===== src/rtl/rg_pkg.sv =====
package rg_pkg;
  localparam int PHASE_W = 3;

  localparam logic [PHASE_W-1:0] PH_IDLE = 3'd0;
  localparam logic [PHASE_W-1:0] PH_T1   = 3'd1;
  localparam logic [PHASE_W-1:0] PH_T2   = 3'd2;
  localparam logic [PHASE_W-1:0] PH_T3   = 3'd3;
  localparam logic [PHASE_W-1:0] PH_TW   = 3'd4;
  localparam logic [PHASE_W-1:0] PH_T4   = 3'd5;

  typedef enum logic [1:0] {
    XS_WATCH = 2'd0,
    XS_GRANT = 2'd1,
    XS_HELD  = 2'd2,
    XS_DEAD  = 2'd3
  } xchg_state_e;

  // A request noticed in one of these phases is early enough for this cycle.
  function automatic logic phase_is_early(logic [PHASE_W-1:0] ph);
    return (ph == PH_IDLE) || (ph == PH_T1) || (ph == PH_T2);
  endfunction
endpackage


===== src/rtl/rg_line_sense.sv =====
module rg_line_sense (
  input  logic clk,
  input  logic rst,
  input  logic line_lvl,
  input  logic self_pull,
  output logic fall
);
  logic eff;
  logic prev_q;

  // The block's own pull is masked so it never reads as a master pulse.
  assign eff  = line_lvl | self_pull;
  assign fall = prev_q & ~eff;

  always_ff @(posedge clk) begin
    if (rst) prev_q <= 1'b1;
    else     prev_q <= eff;
  end
endmodule


===== src/rtl/rg_pending.sv =====
module rg_pending (
  input  logic clk,
  input  logic rst,
  input  logic set_req,
  input  logic set_early,
  input  logic age_early,
  input  logic clr,
  output logic pend,
  output logic early
);
  always_ff @(posedge clk) begin
    if (rst) begin
      pend  <= 1'b0;
      early <= 1'b0;
    end else if (clr) begin
      pend  <= 1'b0;
      early <= 1'b0;
    end else if (set_req && !pend) begin
      pend  <= 1'b1;
      early <= set_early;
    end else if (pend) begin
      early <= early | age_early;
    end
  end
endmodule


===== src/rtl/rg_pick.sv =====
module rg_pick #(
  parameter int NCH = 2
) (
  input  logic [NCH-1:0] elig,
  output logic [NCH-1:0] win
);
  for (genvar c = 0; c < NCH; c++) begin : g_win
    if (c == 0) begin : g_top
      assign win[c] = elig[c];
    end else begin : g_low
      assign win[c] = elig[c] & ~(|elig[c-1:0]);
    end
  end
endmodule


===== src/rtl/rg_handler.sv =====
module rg_handler #(
  parameter int NCH = 2
) (
  input  logic                        clk,
  input  logic                        rst,
  input  logic [NCH-1:0]              rg_line,
  input  logic [rg_pkg::PHASE_W-1:0]  bus_phase,
  input  logic                        lock_on,
  input  logic                        inta_first,
  input  logic                        split_first,
  output logic [NCH-1:0]              rg_pull,
  output logic                        hold_ack,
  output logic                        seq_stall,
  output logic [NCH-1:0]              owner
);
  import rg_pkg::*;

  xchg_state_e    st_q, st_n;
  logic [NCH-1:0] fall, req_set, pend, early, elig, win, clr;
  logic           slot_idle, slot_t4, t4_ok, released, ph_early;

  assign slot_idle = (bus_phase == PH_IDLE);
  assign slot_t4   = (bus_phase == PH_T4);
  assign t4_ok     = slot_t4 & ~split_first & ~inta_first;
  assign ph_early  = phase_is_early(bus_phase);

  for (genvar c = 0; c < NCH; c++) begin : g_ch
    rg_line_sense u_sense (
      .clk       (clk),
      .rst       (rst),
      .line_lvl  (rg_line[c]),
      .self_pull (rg_pull[c]),
      .fall      (fall[c])
    );

    assign req_set[c] = fall[c] & ~owner[c];
    assign clr[c]     = (st_q == XS_WATCH) & win[c];

    rg_pending u_pend (
      .clk       (clk),
      .rst       (rst),
      .set_req   (req_set[c]),
      .set_early (ph_early),
      .age_early (ph_early),
      .clr       (clr[c]),
      .pend      (pend[c]),
      .early     (early[c])
    );

    assign elig[c] = (st_q == XS_WATCH) & pend[c] & ~lock_on &
                     (slot_idle | (t4_ok & early[c]));
  end

  rg_pick #(.NCH(NCH)) u_pick (
    .elig (elig),
    .win  (win)
  );

  assign released = (st_q == XS_HELD) & (|(fall & owner));

  always_comb begin
    st_n = st_q;
    unique case (st_q)
      XS_WATCH: if (|win)    st_n = XS_GRANT;
      XS_GRANT:              st_n = XS_HELD;
      XS_HELD:  if (released) st_n = XS_DEAD;
      XS_DEAD:               st_n = XS_WATCH;
      default:               st_n = XS_WATCH;
    endcase
  end

  always_ff @(posedge clk) begin
    if (rst) begin
      st_q      <= XS_WATCH;
      rg_pull   <= '0;
      owner     <= '0;
      hold_ack  <= 1'b0;
      seq_stall <= 1'b0;
    end else begin
      st_q      <= st_n;
      rg_pull   <= (st_q == XS_WATCH) ? win : '0;
      hold_ack  <= (st_n == XS_HELD);
      seq_stall <= (st_n != XS_WATCH);
      if ((st_q == XS_WATCH) && (|win)) owner <= win;
      else if (released)                owner <= '0;
    end
  end
endmodule


===== config.mk =====
export PLATFORM = sky130hd
export DESIGN_NAME = rg_handler
export DESIGN_NICKNAME = d
export VERILOG_FILES = /design/src/rtl/rg_pkg.sv /design/src/rtl/rg_line_sense.sv /design/src/rtl/rg_pending.sv /design/src/rtl/rg_pick.sv /design/src/rtl/rg_handler.sv
export SDC_FILE = /design/constraint.sdc
export NUM_CORES = 1
export LEC_CHECK = 0
export ABC_AREA = 1
export BUFFER_PORTS_ARGS = -buffer_cell sky130_fd_sc_hd__buf_4
export CORE_ASPECT_RATIO = 0.7
export CORE_MARGIN = 2
export CORE_UTILIZATION = 35
export DETAILED_ROUTE_END_ITERATION = 8
export HOLD_SLACK_MARGIN = 0.08
export SLEW_MARGIN = 30
export SYNTH_ARGS = -nofsm -noshare
export SYNTH_HDL_FRONTEND = slang
export SYNTH_SLANG_ARGS = --single-unit

===== constraint.sdc =====
create_clock -name clk -period 3.9 [get_ports clk]
set_clock_uncertainty 0.1 [all_clocks]
set_input_delay 0.39 -clock clk [delete_from_list [all_inputs] [get_ports clk]]
set_output_delay 0.39 -clock clk [all_outputs]
set_load 0.02 [all_outputs]

==> flow_summary.toml, run 1 <==
[cells_and_area]
nFillCells = 188
final_cell_mix = "16 x inv_1, 16 x nand2_1, 15 x buf_4"
antenna_cells = 0
syn_to_final_growth_pct = 21.5
finalNonFillerCells = 128
drive_above_1_share_pct = 29.2
nets = 121

[timing]
post-route-min-period_ps = 1520
final_hold_viol_count = 0
tightestPinTransition_ps = 267
whs_ps = 179
finalSetupViolCount = 0
maxSlewHeadroom_pct = 82.0
tns_ps = 0
setup_ws_ps = 2380
rsz0062_at_grt = "no"
fin_crit_sh_pct = 38.9
max_clock_freq_mhz = 659
slew_violations = 0

[place]
dp_hpwl_um = 1030
post-place-ws_ps = 2410
dp.cells = 125
port_buffers = 15
gp_congestion = 0.773

[min_path]
whs_path_depth = 2
holdPathEnd = "owner[0]"
hold_path.class = "input port to flip-flop"
hp-start = "rst"

[global_route]
grt_max_degree = 10
use_met3_pct = 6.31
grt.busiest_layer = "met2"
grt_use_met1_pct = 16.6
overflow = 0
grt.met2_usage_pct = 19.0
grt.total_usage_pct = 13.2
antenna_found_initial = 0
grt_first_pass_wirelength_um = 2150
grt_pass1_vias = 478

[critical_path]
crit_family = "flip-flops"
end_kind = "flip-flop"
r2r-end = "g_ch[1].u_pend.pend"
cpMaxStageDelayCell = "dfxtp_1"
start_kind = "flip-flop"
critPathKind = "flip-flop to flip-flop"
r2r-start = "st_q[0]"
rr_worst_depth = 10
rrSetupSlack_ps = 2380
max_stage_delay_ps = 330
critPathMostFrequentCell = "inv_1"
required_ps = 3960
worstPathCellList = "inv_1 > ha_1 > inv_1 > nor2_1 > nand2_1 > inv_1 > nand2_4 > clkinv_1 > o21ai_1 > a21oi_1"
crit_path_start = "st_q[0]"
cp_max_fo = 7
path_buf_inv = 4
crit_arrival_ps = 1580

[logic_synthesis]
synth-adder-area-share_pct = 5.47
synth_seq_cells = 14
ys_seq_area_share_pct = 40.9
synth_warnings = 0
synth-edff-count = 0
synth-xor-area-share_pct = 0
synthCells = 90
async_flop_share_pct = 0
synthSimpleGateAreaFrac_pct = 31.9
yosys-top-cells-area = "dfxtp_1 41%, inv_1 8.8%, nand2_1 8.8%, nand3_1 6.6%, ha_1 5.5%"
avgSynthCellArea_um2 = 7.62
ys_types = 22
synth_top_area_share_pct = 40.9
syn_area_um2 = 686
synth_compound_area_share_pct = 9.12
synth_top_family_by_area = "simple AND/OR/NAND/NOR gates"
synth_mux_area_share_pct = 0
synth_top_cell_by_area = "dfxtp_1"
synth_top_flop_cell = "dfxtp_1"
synthesis.nets = 103

[clock_tree]
htreeDepth = 1
cts-root-buf = "clkbuf_4"
postCtsHoldBufs = 0
cts-resized-gates = 0
cts_sinks = 14
cts_buffer_depth = 2
post-cts-setup-buffer-count = 0
clk_latency_ps = 280
numCtsBuffers = 3
cts_tree = "yes"
clkTransAtPathRegs_ps = 80

[outcome]
status = "finished, final reports clean"

[route]
drtIter0Drc = 9
ant_nets = 0
num_vias = 587
routed_wl_um = 1280
vias_per_cell = 4.59
detail_route.wl_per_cell_um = 9.98
firstDrtPassIters = 4
drc = 0

[floorplanning]
dieArea_mm2 = 0.00233
io_pins = 16
initial_core_util_pct = 37.0
die_h_um = 41.0
coreArea_mm2 = 0.00185
row_count = 13
die_x_um = 56.9

[power_and_ir_drop]
total_leakage_power_nw = 0.456
vdd_drop_max_v = 0.000213
powerDensity_mw_per_mm2 = 330

[run]
max-cap-violations = 0
[registers in the layout (all words and copies together), names as in the netlist]
register             cells
st_q                     2
g_ch.u_pend.pend         2
g_ch.u_sense.prev_q      2
rg_pull                  2
seq_stall                1
g_ch.u_pend.early        2
hold_ack                 1
owner                    2
[routing by layer]
layer  routed length, um  vias to the layer above
met4                  31                        0
met5                   0                        -
met1                 650                      259
li1                    -                      311
met2                 495                       13
met3                 100                        4
[metrics by stage]
step	utilization, %	cell area, um^2	power (mW)
floorplan	-	686	0.182
global placement	43.7	811	0.197
detailed placement	43.7	811	0.198
CTS	44.9	833	0.279
global route	44.9	833	0.289
finish	44.9	833	0.275
[layout make-up]
type	count	area (um^2)	area share, %
Tap cell	22	27.5	3.30
Timing Repair Buffer	15	113	13.5
Multi-Input combinational cell	55	319	38.3
Clock buffer	3	22.5	2.70
Inverter	19	71.3	8.56
Sequential cell	14	280	33.6
[cell families after synthesis]
kind of cell	count (synthesis)
adder cells (fa/ha/maj)	3
flip-flops	14
AO/OA/AOI/OAI	11
buffers and inverters	21
AND/OR/NAND/NOR	41
[worst max path at each step]
stage	to	slack (ps)	depth (start not counted)
after detailed placement	g_ch[1].u_pend.early	2410	10
after global routing	g_ch[1].u_pend.early	2250	10
after global placement	g_ch[1].u_pend.early	2420	10
after floorplan	g_ch[1].u_pend.pend	2550	10
after CTS	g_ch[1].u_pend.early	2390	10
final	g_ch[1].u_pend.pend	2380	10
[power by group]
group | switching (mW) | total (mW) | internal, mW | leakage, nW
combinational | 0.0229 | 0.0408 | 0.0179 | 0.328
sequential | 0.00381 | 0.154 | 0.150 | 0.114
clock | 0.0444 | 0.0803 | 0.0359 | 0.0138
[Yosys cell counts (2+ instances only)]
cell,n
ha_1,3
buf_4,2
inv_1,16
a21oi_1,2
nand2_2,4
dfxtp_1,14
clkinv_1,2
nand2_1,16
nor2_2,3
o21ai_1,2
nand3_1,9
o21ai_0,4
nor2_1,4
No activity file was read; power rests on OpenSTA's default activity.
==> inputs of run 2 (changes only) <==
==> constraint.sdc (replaced) <==
create_clock -name clk -period 1.58 [get_ports clk]
set_clock_uncertainty 0.1 [all_clocks]
set_input_delay 0.158 -clock clk [delete_from_list [all_inputs] [get_ports clk]]
set_output_delay 0.158 -clock clk [all_outputs]
set_load 0.02 [all_outputs]
==> run 2 against run 1 <==
Effect of this change:
- global-route usage rose by 0.39 points
- register-to-register slack got worse by 2300 ps
- via count rose by 2.7%
- critical endpoint unchanged
- highest routed layer unchanged
==> flow_summary.toml, run 2 (synthesized netlist as in run 1, its figures left out) <==
[timing]
whs_ps = 151
setup_ws_ps = 117
max_clock_freq_mhz = 683
finalSetupViolCount = 0
final_hold_viol_count = 0
tightestPinTransition_ps = 254
post-route-min-period_ps = 1460
rsz0062_at_grt = "no"
fin_crit_sh_pct = 92.6
maxSlewHeadroom_pct = 82.9
slew_violations = 0
tns_ps = 0

[place]
gp_congestion = 0.769
post_dp_cell_area_um2 = 811
post-place-ws_ps = 75.0
dp_hpwl_um = 1020
port_buffers = 15

[clock_tree]
clk_latency_ps = 280
cts_tree = "yes"
cts_sinks = 14
cts_buffer_depth = 2
post-cts-setup-buffer-count = 0
cts-root-buf = "clkbuf_4"
clkTransAtPathRegs_ps = 80
htreeDepth = 1
numCtsBuffers = 3

[critical_path]
crit_path_start = "st_q[0]"
cp_max_fo = 7
crit_arrival_ps = 1530
critPathKind = "flip-flop to flip-flop"
r2r-start = "st_q[0]"
start_kind = "flip-flop"
required_ps = 1640
end_kind = "flip-flop"

[route]
drc = 0
num_vias = 603
firstDrtPassIters = 4
detail_route.wl_per_cell_um = 10.0
routed_wl_um = 1310
ant_nets = 0
vias_per_cell = 4.60
drtIter0Drc = 13

[global_route]
grt_pass1_vias = 517
overflow = 0
grt.total_usage_pct = 13.6
antenna_found_initial = 0
grt_first_pass_wirelength_um = 2210
grt_max_degree = 10

[floorplanning]
coreArea_mm2 = 0.00185
initial_core_util_pct = 37.0
die_x_um = 56.9
io_pins = 16
die_h_um = 41.0
row_count = 13
dieArea_mm2 = 0.00233

[cells_and_area]
syn_to_final_growth_pct = 26.5
final_common_cell = "nand2_1"
antenna_cells = 0
nets = 124
nFillCells = 193
design_area_um2 = 867
final_cell_mix = "16 x nand2_1, 15 x inv_1, 15 x buf_4"
drive_above_1_share_pct = 30.3

[run]
max-cap-violations = 0

[power_and_ir_drop]
vdd_drop_max_v = 0.000507
powerDensity_mw_per_mm2 = 786
total_leakage_power_nw = 0.467

[min_path]
hp-start = "bus_phase[2]"
hold_path.class = "input port to flip-flop"

[outcome]
status = "finished, final reports clean"
run 2: cell count changes in the layout (fill, tap and decap cells not counted), sizes merged:
cell         previous run  this run
dlygate4sd3             0         3
run 2: final timing paths:
kind | to | slack [ps] | cells past startpoint
min | g_ch[0].u_pend.early | 150 | 4
max | g_ch[1].u_pend.pend | 120 | 10
max reg2reg | g_ch[1].u_pend.pend | 120 | 10
min reg2reg | g_ch[1].u_sense.prev_q | 370 | 2
run 2: layout make-up:
class / count / area [um^2] / area share, %
Tap cell: 22 / 27.5 / 3.17
Inverter: 19 / 71.3 / 8.23
Multi-Input combinational cell: 55 / 323 / 37.2
Clock buffer: 3 / 22.5 / 2.60
Sequential cell: 14 / 280 / 32.3
Timing Repair Buffer: 18 / 143 / 16.5
run 2: what timing repair did:
item | CTS | global route
resized for setup | 0 | 2
hold endpoints to repair | 4 | 0
hold buffers | 3 | 0
setup endpoints to repair | 0 | 5
run 2: worst max-delay path, cell delays in order, from the launching register on:
cell      delay, ps
dfxtp_1         330
inv_1            70
ha_1            210
inv_2            80
nor2_1           50
nand2_1          50
inv_1            60
nand2_4         100
clkinv_1         90
o21ai_2         150
a21oi_1          60
run 2: routing by layer:
metal / wire, um / part of all wire, % / vias to the layer above / GRT usage [%]
li1: - / - / 318 / -
met3: 87 / 6.6 / 2 / 6.62
met1: 660 / 50 / 269 / 16.1
met5: 0 / 0 / - / 0
met4: 18 / 1.4 / 0 / 5.23
met2: 546 / 42 / 14 / 21.8
run 2: per-stage QoR:
step,power (mW),std cells,util (%)
after global placement,0.486,125,43.7
after CTS,0.691,131,46.6
final,0.682,131,46.8
after global routing,0.723,131,46.8
after detailed placement,0.487,125,43.7
after floorplan,0.449,90,-
run 2: power by group:
part | switching [mW] | internal, mW
clock network | 0.107 | 0.0885
logic | 0.0577 | 0.0495
registers | 0.00905 | 0.370
==> inputs of run 3 (changes only) <==
--- a/config.mk
+++ b/config.mk
@@ -11,6 +11,7 @@
 export CORE_MARGIN = 2
 export CORE_UTILIZATION = 35
 export DETAILED_ROUTE_END_ITERATION = 8
+export GPL_TIMING_DRIVEN = 0
 export HOLD_SLACK_MARGIN = 0.08
 export SLEW_MARGIN = 30
 export SYNTH_ARGS = -nofsm -noshare
==> constraint.sdc (replaced) <==
create_clock -name clk -period 1.58 [get_ports clk]
set_clock_uncertainty 0.1 [all_clocks]
set_input_delay 0.237 -clock clk [delete_from_list [all_inputs] [get_ports clk]]
set_output_delay 0.237 -clock clk [all_outputs]
set_load 0.02 [all_outputs]
==> run 3 against run 2 <==
Effect of this change:
- combinational power increased by 4%
- register-to-register slack about the same
- largest power group unchanged
- non-clock buffer count increased by 2
- wire length decreased by 3.0%
- first-iteration DRC count increased by 23%
==> flow_summary.toml, run 3 (synthesized netlist as in run 1, its figures left out) <==
[route]
drtIter0Drc = 16
drc = 0
firstDrtPassIters = 3
num_vias = 590
vias_per_cell = 4.44
detail_route.wl_per_cell_um = 9.56
routed_wl_um = 1270
ant_nets = 0

[floorplanning]
die_x_um = 56.9
row_count = 13
io_pins = 16
die_h_um = 41.0
coreArea_mm2 = 0.00185
dieArea_mm2 = 0.00233
initial_core_util_pct = 37.0

[timing]
slew_violations = 0
maxSlewHeadroom_pct = 80.2
finalSetupViolCount = 0
tightestPinTransition_ps = 294
max_clock_freq_mhz = 683
final_hold_viol_count = 0
fin_crit_sh_pct = 92.6
post-route-min-period_ps = 1460

[global_route]
grt.total_usage_pct = 13.2
overflow = 0
grt_first_pass_wirelength_um = 2240
grt_max_degree = 10
grt_pass1_vias = 536
antenna_found_initial = 0

[power_and_ir_drop]
seqPwrFrac_pct = 55.5
p_switching_mw = 0.175
powerDensity_mw_per_mm2 = 746
power_frac_comb_pct = 16.2
vdd_drop_max_v = 0.000531
internal-power_mw = 0.510
swShare_pct = 25.5
power_mw = 0.684
p_clk_share_pct = 28.3
total_leakage_power_nw = 0.489

[clock_tree]
numCtsBuffers = 3
cts_tree = "yes"
clk_latency_ps = 270
clkTransAtPathRegs_ps = 80
cts_sinks = 14
cts-root-buf = "clkbuf_4"
htreeDepth = 1
post-cts-setup-buffer-count = 0
cts_buffer_depth = 2

[place]
gp_congestion = 0.741
port_buffers = 15
dp.cells = 127
dp_hpwl_um = 1030

[cells_and_area]
syn_to_final_growth_pct = 33.8
finalNonFillerCells = 133
drive_above_1_share_pct = 37.8
antenna_cells = 0
final_common_cell = "buf_4"
final_cell_mix = "17 x buf_4, 15 x inv_1, 14 x nand2_1, 14 x dfxtp_1, 7 x nand3_1"
nets = 126

[critical_path]
end_kind = "flip-flop"
critPathKind = "input port to flip-flop"
start_kind = "input port"
cpMaxStageDelayCell = "dlygate4sd3_1"
required_ps = 1650
cp_max_fo = 4
max_stage_delay_ps = 530
crit_arrival_ps = 1530
worstPathCellList = "dlygate4sd3_1 > buf_4 > nor2_4 > nand4_1 > a21bo_2 > nand2_1 > a21oi_1"

[outcome]
status = "finished, final reports clean"

[run]
max-cap-violations = 0

[min_path]
hold_path.class = "input port to flip-flop"
[run 3: per-stage QoR]
step | setup WS [ps] | setup TNS [ps] | hold WS (ps) | utilization [%] | instance area, um^2
6_report | 117 | 0 | 255 | 49.5 | 917
5_1_grt | -5.72 | -5.72 | 286 | 49.5 | 917
4_1_cts | 42.2 | 0 | 266 | 47.4 | 878
3_5_place_dp | 65.1 | 0 | 320 | 44.5 | 826
3_3_place_gp | 92.8 | 0 | 321 | 44.5 | 826
2_1_floorplan | 231 | 0 | 209 | - | 686
[run 3: power groups by stage]
stage,logic [mW],clock network [mW],registers [mW]
6_report,0.111,0.194,0.380
5_1_grt,0.126,0.214,0.382
4_1_cts,0.107,0.201,0.379
3_5_place_dp,0.101,0,0.387
3_3_place_gp,0.0981,0,0.387
2_1_floorplan,0.0596,0,0.389
[run 3: worst max-delay path: cells and delay by family]
family | cells | cell delay, ps
AO/OA/AOI/OAI | 2 | 300
AND/OR/NAND/NOR | 3 | 320
buffers and inverters | 2 | 670
[run 3: path summary, 6_finish.rpt]
| kind | startpoint | end | slack (ps) | cells after the start |
|---|---|---|---|---|
| setup / recovery | rg_line[1] | g_ch[1].u_pend.early | 120 | 7 |
| hold / removal | bus_phase[2] | g_ch[0].u_pend.early | 250 | 4 |
| hold reg to reg | rg_pull[1] | g_ch[1].u_sense.prev_q | 410 | 2 |
| setup reg to reg | st_q[0] | seq_stall | 130 | 12 |
[run 3: layer usage]
| metal | part of all wire [%] | GRT usage (%) | vias up |
|---|---|---|---|
| li1 | - | - | 320 |
| met1 | 50 | 15.8 | 257 |
| met2 | 44 | 22.7 | 11 |
| met3 | 5.0 | 5.68 | 2 |
| met4 | 0.79 | 3.49 | 0 |
| met5 | 0 | 0 | - |
[run 3: layout make-up]
class / count / area, um^2
flip-flops and latches: 14 / 280
fillers: 193 / 937
clock buffers: 3 / 22.5
multi-input cells: 55 / 358
repair buffers: 18 / 143
well taps: 22 / 27.5
inverters: 19 / 71.3
plain buffers: 2 / 15.0
[run 3: timing repair]
| action | in CTS | in global routing |
|---|---|---|
| setup endpoints to repair | 0 | 6 |
| resized for setup | 0 | 11 |
| hold buffers | 3 | 0 |
| endpoints found under the hold margin | 4 | 0 |
